File: config.mk
export PLATFORM = sky130hd
export DESIGN_NAME = pixel_unpack
export DESIGN_NICKNAME = d
export VERILOG_FILES = /design/src/rtl/pxu_pkg.sv /design/src/rtl/pxu_fmt_decode.sv /design/src/rtl/pxu_field_unpack.sv /design/src/rtl/pxu_out_stage.sv /design/src/rtl/pixel_unpack.sv
export SDC_FILE = /design/constraint.sdc
export NUM_CORES = 1
export LEC_CHECK = 0
export ABC_AREA = 0
export BUFFER_PORTS_ARGS = -buffer_cell sky130_fd_sc_hd__buf_4
export CORE_UTILIZATION = 29
export CTS_BUF_LIST = sky130_fd_sc_hd__clkbuf_2 sky130_fd_sc_hd__clkbuf_4 sky130_fd_sc_hd__clkbuf_8
export DETAILED_ROUTE_END_ITERATION = 10
export PLACE_DENSITY = 0.49
export SLEW_MARGIN = 20
export SYNTH_ARGS = -nofsm -noshare
export SYNTH_HDL_FRONTEND = slang
export SYNTH_SLANG_ARGS = --single-unit
File: constraint.sdc
create_clock -name clk -period 2.75 [get_ports clk]
set_clock_uncertainty 0.2 [all_clocks]
set_input_delay 0 -clock clk [delete_from_list [all_inputs] [get_ports clk]]
set_output_delay 0 -clock clk [all_outputs]
set_load 0.02 [all_outputs]
File: src/rtl/pxu_pkg.sv
`timescale 1ns/1ps
package pxu_pkg;

  typedef enum logic [2:0] {
    PF_RGB565   = 3'd0,
    PF_RGB888   = 3'd1,
    PF_XRGB32   = 3'd2,
    PF_ARGB8565 = 3'd3,
    PF_ARGB32   = 3'd4,
    PF_ARGB1555 = 3'd5,
    PF_ARGB4444 = 3'd6,
    PF_UNKNOWN  = 3'd7
  } pix_fmt_e;

  typedef struct packed {
    logic [7:0] a;
    logic [7:0] r;
    logic [7:0] g;
    logic [7:0] b;
  } argb_t;

  // bit-replicating widening keeps 0 -> 0x00 and max -> 0xFF
  function automatic logic [7:0] grow5(input logic [4:0] v);
    return {v, v[4:2]};
  endfunction

  function automatic logic [7:0] grow6(input logic [5:0] v);
    return {v, v[5:4]};
  endfunction

  function automatic logic [7:0] grow4(input logic [3:0] v);
    return {v, v};
  endfunction

  // half-range alpha: double, saturating at 0xFF
  function automatic logic [7:0] scale_alpha(input logic [7:0] a, input logic full);
    if (full)      return a;
    else if (a[7]) return 8'hFF;
    else           return {a[6:0], 1'b0};
  endfunction

endpackage

File: src/rtl/pxu_fmt_decode.sv
`timescale 1ns/1ps
module pxu_fmt_decode #(
  parameter int FMT_W = 5
) (
  input  logic [FMT_W-1:0]     code,
  output pxu_pkg::pix_fmt_e    fmt,
  output logic                 unknown
);
  import pxu_pkg::*;

  always_comb begin
    case (code)
      FMT_W'(0): fmt = PF_RGB565;
      FMT_W'(1): fmt = PF_RGB888;
      FMT_W'(2): fmt = PF_XRGB32;
      FMT_W'(4): fmt = PF_ARGB8565;
      FMT_W'(5): fmt = PF_ARGB32;
      FMT_W'(6): fmt = PF_ARGB1555;
      FMT_W'(7): fmt = PF_ARGB4444;
      default:   fmt = PF_UNKNOWN;
    endcase
  end

  assign unknown = (fmt == PF_UNKNOWN);

endmodule

File: src/rtl/pxu_field_unpack.sv
`timescale 1ns/1ps
module pxu_field_unpack #(
  parameter int DATA_W = 32
) (
  input  logic [DATA_W-1:0]  word,
  input  pxu_pkg::pix_fmt_e  fmt,
  input  logic               swap_order,
  input  logic               alpha_swap,
  input  logic               alpha_full,
  output pxu_pkg::argb_t     px
);
  import pxu_pkg::*;

  localparam int LANES = DATA_W / 8;

  logic [7:0] lane [LANES];

  genvar gi;
  generate
    for (gi = 0; gi < LANES; gi++) begin : g_lane
      assign lane[gi] = word[8*gi +: 8];
    end
  endgenerate

  logic [7:0] s0, s1, s2, s3;
  argb_t      wide;

  // component order for the 32-bit layouts
  always_comb begin
    if (swap_order) begin
      s0 = lane[0]; s1 = lane[1]; s2 = lane[2]; s3 = lane[3];
    end else begin
      s0 = lane[3]; s1 = lane[2]; s2 = lane[1]; s3 = lane[0];
    end
    if (alpha_swap) begin
      wide.r = s0; wide.g = s1; wide.b = s2; wide.a = s3;
    end else begin
      wide.a = s0; wide.r = s1; wide.g = s2; wide.b = s3;
    end
  end

  always_comb begin
    px = '{a: 8'hFF, r: 8'h00, g: 8'h00, b: 8'h00};
    case (fmt)
      PF_RGB565: begin
        px.r = grow5(word[15:11]);
        px.g = grow6(word[10:5]);
        px.b = grow5(word[4:0]);
      end
      PF_RGB888: begin
        px.r = lane[2];
        px.g = lane[1];
        px.b = lane[0];
      end
      PF_XRGB32: begin
        px.r = wide.r;
        px.g = wide.g;
        px.b = wide.b;
      end
      PF_ARGB8565: begin
        px.a = scale_alpha(lane[2], alpha_full);
        px.r = grow5(word[15:11]);
        px.g = grow6(word[10:5]);
        px.b = grow5(word[4:0]);
      end
      PF_ARGB32: begin
        px   = wide;
        px.a = scale_alpha(wide.a, alpha_full);
      end
      PF_ARGB1555: begin
        px.a = {8{word[15]}};
        px.r = grow5(word[14:10]);
        px.g = grow5(word[9:5]);
        px.b = grow5(word[4:0]);
      end
      PF_ARGB4444: begin
        px.a = grow4(word[15:12]);
        px.r = grow4(word[11:8]);
        px.g = grow4(word[7:4]);
        px.b = grow4(word[3:0]);
      end
      default: px = '{a: 8'hFF, r: 8'h00, g: 8'h00, b: 8'h00};
    endcase
  end

endmodule

File: src/rtl/pxu_out_stage.sv
`timescale 1ns/1ps
module pxu_out_stage #(
  parameter int W = 32
) (
  input  logic         clk,
  input  logic         rst_n,
  input  logic         in_valid,
  output logic         in_ready,
  input  logic [W-1:0] in_data,
  output logic         out_valid,
  input  logic         out_ready,
  output logic [W-1:0] out_data
);

  logic         vld_q;
  logic [W-1:0] dat_q;

  assign in_ready  = !vld_q || out_ready;
  assign out_valid = vld_q;
  assign out_data  = dat_q;

  always_ff @(posedge clk) begin
    if (!rst_n) begin
      vld_q <= 1'b0;
      dat_q <= '0;
    end else if (in_ready) begin
      vld_q <= in_valid;
      if (in_valid) dat_q <= in_data;
    end
  end

  // a stalled output keeps its pixel
  assert_hold_R2: assert property (@(posedge clk) disable iff (!rst_n)
    (out_valid && !out_ready) |=> (out_valid && $stable(out_data)));

  // an accepted word shows up one cycle later
  assert_take_R2: assert property (@(posedge clk) disable iff (!rst_n)
    (in_valid && in_ready) |=> out_valid);

endmodule

File: src/rtl/pixel_unpack.sv
`timescale 1ns/1ps
module pixel_unpack #(
  parameter int DATA_W = 32,
  parameter int FMT_W  = 5
) (
  input  logic              clk,
  input  logic              rst_n,
  input  logic              in_valid,
  output logic              in_ready,
  input  logic [DATA_W-1:0] in_word,
  input  logic [FMT_W-1:0]  fmt_code,
  input  logic              swap_order,
  input  logic              alpha_swap,
  input  logic              alpha_full,
  output logic              out_valid,
  input  logic              out_ready,
  output logic [31:0]       out_argb
);
  import pxu_pkg::*;

  localparam int PIX_W = $bits(argb_t);

  pix_fmt_e fmt;
  logic     fmt_unknown;
  argb_t    px;

  pxu_fmt_decode #(.FMT_W(FMT_W)) u_dec (
    .code    (fmt_code),
    .fmt     (fmt),
    .unknown (fmt_unknown)
  );

  pxu_field_unpack #(.DATA_W(DATA_W)) u_unpack (
    .word       (in_word),
    .fmt        (fmt),
    .swap_order (swap_order),
    .alpha_swap (alpha_swap),
    .alpha_full (alpha_full),
    .px         (px)
  );

  pxu_out_stage #(.W(PIX_W)) u_stage (
    .clk       (clk),
    .rst_n     (rst_n),
    .in_valid  (in_valid),
    .in_ready  (in_ready),
    .in_data   (px),
    .out_valid (out_valid),
    .out_ready (out_ready),
    .out_data  (out_argb)
  );

  // unknown codes give opaque black
  assert_black_R12: assert property (@(posedge clk) disable iff (!rst_n)
    (in_valid && in_ready && fmt_unknown) |=> (out_argb == 32'hFF00_0000));

  // the padded 32-bit colour layout is always opaque
  assert_opaque_R5: assert property (@(posedge clk) disable iff (!rst_n)
    (in_valid && in_ready && fmt == PF_XRGB32) |=> (out_argb[31:24] == 8'hFF));

  // a one-bit alpha is either fully clear or fully set
  assert_alpha1_R10: assert property (@(posedge clk) disable iff (!rst_n)
    (in_valid && in_ready && fmt == PF_ARGB1555)
      |=> (out_argb[31:24] == 8'h00 || out_argb[31:24] == 8'hFF));

endmodule

==> results of run 1 <==
-- kinds of logic (layout without fill, tap and decap cells) --
| logic type | count (synthesis) | after routing | synth area share [%] |
|---|---|---|---|
| AOI/OAI and AO/OA | 114 | 114 | 28.71 |
| and+or+nand+nor | 110 | 110 | 20.82 |
| muxes | 36 | 36 | 20.45 |
| DFF | 33 | 33 | 23.95 |
| buffers and inverters | 25 | 125 | 4.762 |
| xor gates and xnor gates | 2 | 2 | 1.315 |
-- registers in the layout, indices dropped and copies added (netlist names) --
name               cells
u_stage.out_valid      1
u_stage.out_data      32
-- worst max path at each step --
stage,from,endpoint,slack [ns],cells after the start
6_report,u_stage.out_valid$_SDFFE_PN0N_,u_stage.out_data[17]$_SDFFE_PN0P_,0.29,7
5_1_grt,u_stage.out_valid$_SDFFE_PN0N_,u_stage.out_data[17]$_SDFFE_PN0P_,0.18,7
4_1_cts,u_stage.out_valid$_SDFFE_PN0N_,u_stage.out_data[17]$_SDFFE_PN0P_,0.27,7
3_5_place_dp,u_stage.out_valid$_SDFFE_PN0N_,u_stage.out_data[14]$_SDFFE_PN0P_,0.68,4
3_3_place_gp,u_stage.out_valid$_SDFFE_PN0N_,u_stage.out_data[12]$_SDFFE_PN0P_,0.71,4
2_1_floorplan,u_stage.out_valid$_SDFFE_PN0N_,u_stage.out_data[12]$_SDFFE_PN0P_,0.83,6
-- stage by stage --
step	instance area, µm²	power [mW]	setup WS [ns]	cells	util (%)
6_report	3862	1.435	0.2874	549	41.80
5_1_grt	3862	1.494	0.1758	549	41.80
4_1_cts	3862	1.438	0.2700	549	41.80
3_5_place_dp	3412	0.8987	0.6819	508	36.93
3_3_place_gp	3412	0.9012	0.7142	508	36.93
2_1_floorplan	2759	0.7322	0.8282	320	-
-- worst min-delay path, stage by stage --
cell and delay, ns:
buf_4 0.09, mux2i_1 0.09, nand2_1 0.08, nand3_1 0.07
a21oi_1 0.14
-- final cells by class --
cell class                 instances  area [µm²]  share of cell area (%)
multi-input combinational        262        1967                   50.92
timing repair buffer             115       945.9                   24.49
clock buffer                       7       90.09                   2.332
tap                              129       161.4                   4.179
inverter                           2       7.507                  0.1944
clock inverter                     1       30.03                  0.7775
sequential                        33       660.6                   17.10
-- report_power, final --
part           internal [mW]  switching [mW]
Combinational          0.197           0.232
Clock                  0.306           0.203
Sequential             0.491         0.00688
-- metal layers --
metal	GRT usage (%)	vias to the layer above	wire, µm
met4	6.900	0	303
met2	34.56	160	4866
met1	31.11	1494	4788
li1	-	1438	-
met3	3.022	30	687
met5	0	-	0
-- layout by cell type (no fill, tap or decap), types with 3 or more instances in the layout --
cell,count
mux2_2,3
clkbuf_8,6
mux4_2,16
o2111ai_1,4
nor2_1,11
nor3_1,4
a221oi_1,10
buf_4,82
dlygate4sd3_1,33
o211ai_1,4
a21oi_1,17
a211oi_1,4
a22oi_1,10
o21ai_0,29
dfxtp_1,33
nand2b_1,3
nand2_1,49
mux2i_1,17
a21boi_0,5
and2_1,11
and3_1,3
a31oi_1,9
nand3_1,10
a22o_1,9
nor2b_1,5
o21ai_1,3
==> impl_metrics.ini, run 1 <==
[worst_setup_path]
critical_path_end_type = flop
path_max_fanout = 7
critical_path.reg2reg.endpoint = u_stage.out_data[17]$_SDFFE_PN0P_
reg2reg_depth = 7
rr_startpoint = u_stage.out_valid$_SDFFE_PN0N_
worst_path_dominant_cell_family = simple AND/OR/NAND/NOR gates
critPathSlowestCell = dlygate4sd3_1
crit_path_max_incr_delay_ns = 0.55
crit_required_ns = 2.78
worst-setup-path-type = flop to flop
critPathBufInv = 2
critPathLaunchType = flop
rrSetupSlack_ns = 0.29
path_cells = nand2b_1, nand2_1, nor3_2, buf_4, o21ai_0, a31oi_1, dlygate4sd3_1
arrival_ns = 2.49

[timing]
post-route-period-util_pct = 89.55
final.setup.tns_ns = 0
actual_slew_at_the_worst_max_slew_pin_ns = 0.9599
setup_violation_total_in_the_final_timing_report = 0
whs_ns = 0.003148
max-slew-margin-rel_pct = 35.77
report.final.slew_viol_count = 0
period_minus_slack_ns = 2.463
maxClockFrequency_mhz = 406.1
finalHoldViolCount = 0
rsz_0062_raised_after_global_routing = false

[grt]
gr-usage-all-layers_pct = 22.00
first_pass_grt_wire_length_um = 16860
gr-total-overflow = 0
antenna_violations_before_repair = 0
grt_pass1_vias = 2943
largest_net_degree_at_the_start_of_global_routing = 25

[synthesis]
synth-warning-count = 0
syn_inst = 320
synth_edf_count = 0
share_of_synthesized_registers_carrying_an_async_set_or_reset_pct = 0
synth.lib_cells_used.distinct = 51
syn_area_mm2 = 0.002759
yosys.area.top_type_share_pct = 23.95
yosys.area.top_type = dfxtp_1
post_synth_most_frequent_cells = nand2_1 (49), dfxtp_1 (33), o21ai_0 (29), a21oi_1 (17), mux2i_1 (17)
synth.yosys.seq_area_share_pct = 23.95
post-synth-top-count-cell = nand2_1
post_synthesis_average_cell_area_um2 = 8.622
dominantRegCellSynth = dfxtp_1
synth_nets = 364
ys_top_cells_by_area = dfxtp_1 (24%), mux4_2 (13%), nand2_1 (6.7%)
number_of_synthesized_register_bits = 33

[hold_path]
hold-path-cell-count = 5
min_to = u_stage.out_data[29]$_SDFFE_PN0P_
min-delay-start = in_word[28]
timing.hold.worst.class = input pin to flop

[routing]
wl_per_cell_um = 19.39
drc = 0
postRouteAntennaNets = 0
post_drt_via_cell_ratio = 5.687
routed_wirelength_um = 10650
first_iter_violations = 353
drt_first_pass_iters = 6
via_total_after_detailed_routing = 3122

[clock_tree]
post_cts_buffers = 0
number_of_sinks_driven_by_the_clock_tree = 33
cts.path.max_buffers = 2
cts_buffers = 5
cts-htree-levels = 2
cts.clk_slew.worst_paths_ns = 0.08
cts_root_buf = clkbuf_8
post_cts_resize_count = 0
hold_buffers = 33
clk_latency_ns = 0.29
tritoncts = done

[floorplanning]
floorplan.die_area_mm2 = 0.009907
initial_utilization_pct = 29.86
design.portCount = 78
num_rows = 35
coreArea_mm2 = 0.009240
die-width_um = 99.54
die-height_um = 99.54

[status]
run_status = completed

[layout]
fraction_of_final_layout_cells_with_drive_strength_greater_than_1_pct = 29.29
finalNetCount = 463
area_delta_synth_final_pct = 40.00
antenna_cells = 0
num-fill-cells = 942

[place]
place_congestion = 0.9006
port-buffer-count = 77
final_hpwl_from_detailed_placement_um = 7757

[pwr]
power.density_mw_per_mm2 = 371.5
irDropWorstVdd_mv = 0.1731
total_leakage_power_nw = 1.494

[run]
maxCapViolCount = 0
(Power assumes the default switching activity.)
==> run 2: changes to the inputs <==
- ABC_CLOCK_PERIOD_IN_PS: not set -> 2750
- CORE_UTILIZATION: 29 -> 40
- PLACE_DENSITY: 0.49 -> 0.63
==> run 2 against run 1 <==
Net effect:
- non-clock buffer count grew 12
- routed wire length fell by 6.0%
- via count up 3.1%
- first-iteration DRC count increased by 37%
- utilization rose by 19 points
- hold slack improved by 0.0077 ns
- combinational power increased by 1%
- global-route usage rose by 6.0 points
- cell area rose by 1.6%
- clock power shrank 2%
- die area shrank 27%
==> impl_metrics.ini, run 2 (synthesis gave the netlist of run 1 again) <==
[worst_setup_path]
path_cells = nand2b_1, nand2_4, and2_1, a221oi_1, dlygate4sd3_1, a31oi_1, dlygate4sd3_1
worst-setup-path-type = flop to flop
critPathBufInv = 2
crit_path_max_incr_delay_ns = 0.58
arrival_ns = 2.54
critical_path_end_type = flop
crit_cells = 7
rrSetupSlack_ns = 0.20
critPathSlowestCell = dlygate4sd3_1
rr_startpoint = u_stage.out_valid$_SDFFE_PN0N_
critPathLaunchType = flop
cpMostUsedCell = dlygate4sd3_1
critical_path.reg2reg.endpoint = u_stage.out_data[23]$_SDFFE_PN0P_
path_max_fanout = 8
crit_required_ns = 2.74
reg2reg_depth = 7
worst_path_dominant_cell_family = buffers and inverters

[floorplanning]
design.portCount = 78
initial_utilization_pct = 42.48
num_rows = 29
floorplan.die_area_mm2 = 0.007234
coreArea_mm2 = 0.006495
die-height_um = 85.05
die-width_um = 85.05

[pwr]
total_leakage_power_nw = 1.549
power.density_mw_per_mm2 = 364.7
irDropWorstVdd_mv = 0.2729
power.total_mw = 1.431

[timing]
final.setup.tns_ns = 0
setup_violation_total_in_the_final_timing_report = 0
maxClockFrequency_mhz = 392.5
rsz_0062_raised_after_global_routing = false
post-route-period-util_pct = 92.64
report.final.slew_viol_count = 0
actual_slew_at_the_worst_max_slew_pin_ns = 0.8135
period_minus_slack_ns = 2.548
max-slew-margin-rel_pct = 45.76
finalHoldViolCount = 0

[clock_tree]
cts.path.max_buffers = 2
cts.clk_slew.worst_paths_ns = 0.09
cts-htree-levels = 2
cts_root_buf = clkbuf_8
cts_buffers = 5
tritoncts = done
clk_latency_ns = 0.30
number_of_sinks_driven_by_the_clock_tree = 33
post_cts_buffers = 0

[grt]
grt_pass1_vias = 2887
gr-total-overflow = 0
largest_net_degree_at_the_start_of_global_routing = 25
antenna_violations_before_repair = 0
first_pass_grt_wire_length_um = 15610
gr-usage-all-layers_pct = 28.00

[layout]
area_delta_synth_final_pct = 42.18
final_core_utilization_pct = 60.39
fraction_of_final_layout_cells_with_drive_strength_greater_than_1_pct = 28.47
num-fill-cells = 589
area.sequential_um2 = 660.6
multi_input_comb_area_mm2 = 0.001974
max_reg_flops = 32
antenna_cells = 0
finalNetCount = 475
final_cell_mix = buf_4 (81), nand2_1 (48), dlygate4sd3_1 (46)
layout_commonest_cell = buf_4
final-instance-count-excl-fill = 509

[run]
maxCapViolCount = 0

[place]
port-buffer-count = 77
post-place-cells = 455
place_congestion = 0.9139
final_hpwl_from_detailed_placement_um = 6903

[routing]
routed_wirelength_um = 10010
wl_per_cell_um = 19.66
drt_first_pass_iters = 5
first_iter_violations = 484
drc = 0
post_drt_via_cell_ratio = 6.322
via_total_after_detailed_routing = 3218
postRouteAntennaNets = 0

[status]
run_status = completed

[hold_path]
timing.hold.worst.class = input pin to flop
min_to = u_stage.out_data[8]$_SDFFE_PN0P_
hold-path-cell-count = 4
min-delay-start = in_word[9]
==> run 2: cell types whose count changed in the layout (fill, tap and decap cells not counted) <==
cell,delta
clkbuf_8,-1
clkinv_4,+1
buf_4,-1
dlygate4sd3_1,+13
nand2_1,-1
clkbuf_4,-1
nand2_4,+1
clkinvlp_4,+1
==> run 2: stage by stage <==
step | worst slack (ns) | hold WS [ns] | instance area (µm²)
after CTS | 0.03467 | 0.006935 | 3915
after global routing | 0.03135 | 0.02960 | 3923
final | 0.2024 | 0.01087 | 3923
after floorplan | 0.8282 | -0.07053 | 2759
after global placement | 0.7921 | 0.07177 | 3339
after detailed placement | 0.7878 | 0.07661 | 3339
==> run 2: worst max path at each step <==
stage / from / endpoint / slack (ns)
2_1_floorplan: u_stage.out_valid$_SDFFE_PN0N_ / u_stage.out_data[12]$_SDFFE_PN0P_ / 0.83
3_3_place_gp: swap_order / u_stage.out_data[25]$_SDFFE_PN0P_ / 0.79
3_5_place_dp: swap_order / u_stage.out_data[25]$_SDFFE_PN0P_ / 0.79
4_1_cts: u_stage.out_valid$_SDFFE_PN0N_ / u_stage.out_data[23]$_SDFFE_PN0P_ / 0.03
5_1_grt: u_stage.out_valid$_SDFFE_PN0N_ / u_stage.out_data[23]$_SDFFE_PN0P_ / 0.03
6_report: u_stage.out_valid$_SDFFE_PN0N_ / u_stage.out_data[23]$_SDFFE_PN0P_ / 0.20
==> run 2: repair_timing <==
| action | in CTS | in global routing |
|---|---|---|
| gates resized for setup | 0 | 2 |
| setup endpoints to repair | 0 | 1 |
| hold buffers | 46 | 0 |
| hold endpoints to repair | 30 | 0 |
==> run 2: cell type report <==
class / instances / share of cell area (%)
clock inverters: 3 / 1.180
repair buffers: 127 / 27.24
inverters: 2 / 0.1914
clock buffers: 5 / 1.754
flip-flops and latches: 33 / 16.84
well taps: 77 / 2.456
multi-input cells: 262 / 50.33
==> run 2: worst min-delay path, delay by kind of cell <==
family          cells  cell delay, ns
buf+inv             1            0.14
compound gates      3            0.34
==> run 2: report_power, final <==
group,switching (mW),internal (mW)
Clock,0.228,0.272
Sequential,0.00618,0.491
Combinational,0.230,0.205
Total,0.463,0.967
==> run 2: metal layers <==
metal,track usage (%),part of all wire (%),vias to the layer above
met4,13.25,3.2,0
met1,39.01,42,1521
met5,0,0,-
met2,42.60,45,207
li1,-,-,1461
met3,4.183,9.7,29
==> run 3: changes to the inputs <==
- ABC_CLOCK_PERIOD_IN_PS: 2750 -> 3050
- CELL_PAD_IN_SITES_DETAIL_PLACEMENT: not set -> 0
- CELL_PAD_IN_SITES_GLOBAL_PLACEMENT: not set -> 2
- CORE_UTILIZATION: 40 -> 34
- PLACE_DENSITY: 0.63 -> 0.87
- SLEW_MARGIN: 20 -> 5
- clock period: 2.75 -> 3.05 ns (I/O delays scaled with it)
==> run 3 against run 2 <==
Net effect:
- cell area is 3.6% lower
- die area rose by 17%
- largest cell class unchanged
- flip-flop and latch count did not move
- first-iteration DRC count fell by 20%
- utilization fell by 12 points
- register-to-register slack better by 0.38 ns
- combinational power shrank 14%
- cell count increased by 1.6%
- sequential power shrank 9.9%
==> impl_metrics.ini, run 3 (synthesis gave the netlist of run 1 again) <==
[grt]
gr-total-overflow = 0
first_pass_grt_wire_length_um = 15900
gr-usage-all-layers_pct = 24.18
grt_pass1_vias = 2901
antenna_violations_before_repair = 0
largest_net_degree_at_the_start_of_global_routing = 25

[worst_setup_path]
rr_startpoint = u_stage.out_valid$_SDFFE_PN0N_
arrival_ns = 2.72
path_max_fanout = 20
reg2reg_depth = 7
critical_path_end_type = flop
rrSetupSlack_ns = 0.58
worst-setup-path-type = input pin to flop
critPathLaunchType = input pin
crit_required_ns = 3.08
critical_path.reg2reg.endpoint = u_stage.out_data[22]$_SDFFE_PN0P_

[clock_tree]
tritoncts = done
cts_root_buf = clkbuf_8
cts.clk_slew.worst_paths_ns = 0.09
number_of_sinks_driven_by_the_clock_tree = 33
post_cts_resize_count = 0
cts_buffers = 5
cts-htree-levels = 2
post_cts_buffers = 0
hold_buffers = 31
cts.path.max_buffers = 2
clk_latency_ns = 0.29

[floorplanning]
num_rows = 32
die-width_um = 92.08
die-height_um = 92.08
design.portCount = 78
initial_utilization_pct = 35.34
floorplan.die_area_mm2 = 0.008479
coreArea_mm2 = 0.007807

[timing]
post-route-period-util_pct = 88.26
report.final.slew_viol_count = 0
max-slew-margin-rel_pct = 46.19
maxClockFrequency_mhz = 371.5
rsz_0062_raised_after_global_routing = false
finalHoldViolCount = 0
setup_violation_total_in_the_final_timing_report = 0
final.setup.tns_ns = 0
period_minus_slack_ns = 2.692
actual_slew_at_the_worst_max_slew_pin_ns = 0.8043

[pwr]
power.density_mw_per_mm2 = 335.5
power.total_mw = 1.268
irDropWorstVdd_mv = 0.2352
total_leakage_power_nw = 1.480

[routing]
wl_per_cell_um = 19.41
routed_wirelength_um = 10030
postRouteAntennaNets = 0
via_total_after_detailed_routing = 3101
drc = 0
drt_first_pass_iters = 5
post_drt_via_cell_ratio = 5.998
first_iter_violations = 387

[hold_path]
timing.hold.worst.class = input pin to flop
min-delay-start = in_word[28]
hold-path-cell-count = 5
min_to = u_stage.out_data[28]$_SDFFE_PN0P_

[layout]
max_reg_flops = 32
num-fill-cells = 777
final_core_utilization_pct = 48.43
fraction_of_final_layout_cells_with_drive_strength_greater_than_1_pct = 28.92
layout_commonest_cell = buf_4
final_cell_mix = buf_4 (79), nand2_1 (49), dfxtp_1 (33)
finalNetCount = 458
antenna_cells = 0
area_delta_synth_final_pct = 37.05

[run]
maxCapViolCount = 0

[place]
port-buffer-count = 77
place_congestion = 0.8506
final_hpwl_from_detailed_placement_um = 7214

[status]
run_status = completed
==> run 3: changes by cell type in the layout (fill, tap and decap cells not counted), sizes merged <==
cell	delta
buf	-2
dlygate4sd3	-15
==> run 3: area by class of cell <==
cell class,count,area [µm²],share of cell area (%)
Multi-Input combinational cell,262,1967,52.02
Tap cell,102,127.6,3.375
Inverter,2,7.507,0.1985
Clock inverter,3,46.29,1.224
Clock buffer,5,68.82,1.820
Sequential cell,33,660.6,17.47
Timing Repair Buffer,110,903.4,23.89
==> run 3: where the power goes <==
group          leakage, nW  internal (mW)  switching, mW
sequential           0.269          0.442        0.00593
combinational         1.16          0.169          0.203
clock               0.0543          0.245          0.203
total                 1.48          0.856          0.412
==> run 3: layer usage <==
| metal | global-route usage (%) | vias to the layer above | routed length (µm) |
|---|---|---|---|
| met3 | 3.234 | 16 | 851 |
| met1 | 34.82 | 1475 | 4381 |
| met2 | 37.44 | 175 | 4608 |
| met4 | 6.901 | 0 | 193 |
| met5 | 0 | - | 0 |
| li1 | - | 1435 | - |
==> run 3: worst max path at each step <==
stage | from | endpoint | slack, ns
floorplan | u_stage.out_valid$_SDFFE_PN0N_ | u_stage.out_data[12]$_SDFFE_PN0P_ | 1.13
global placement | u_stage.out_valid$_SDFFE_PN0N_ | u_stage.out_data[4]$_SDFFE_PN0P_ | 0.99
detailed placement | u_stage.out_valid$_SDFFE_PN0N_ | u_stage.out_data[4]$_SDFFE_PN0P_ | 0.93
CTS | fmt_code[1] | u_stage.out_data[3]$_SDFFE_PN0P_ | 0.40
global route | fmt_code[1] | u_stage.out_data[3]$_SDFFE_PN0P_ | 0.22
finish | fmt_code[1] | u_stage.out_data[3]$_SDFFE_PN0P_ | 0.36
==> run 3: stage by stage <==
step	instance area, µm²	worst slack [ns]	hold slack (ns)	std cells
floorplan	2759	1.128	-0.07053	320
global placement	3356	0.9855	0.07040	478
detailed placement	3356	0.9283	0.08134	478
CTS	3781	0.3975	0.0009230	517
global route	3781	0.2186	0.02354	517
finish	3781	0.3580	0.001816	517
==> run 3: critical path, cell delays in order <==
cell and delay, ns:
dlygate4sd3_1 0.52, buf_4 0.24, nor2b_1 0.26, nor2b_1 0.21, o21a_1 0.57, a222oi_1 0.18, dlygate4sd3_1 0.60, o21ai_0 0.13
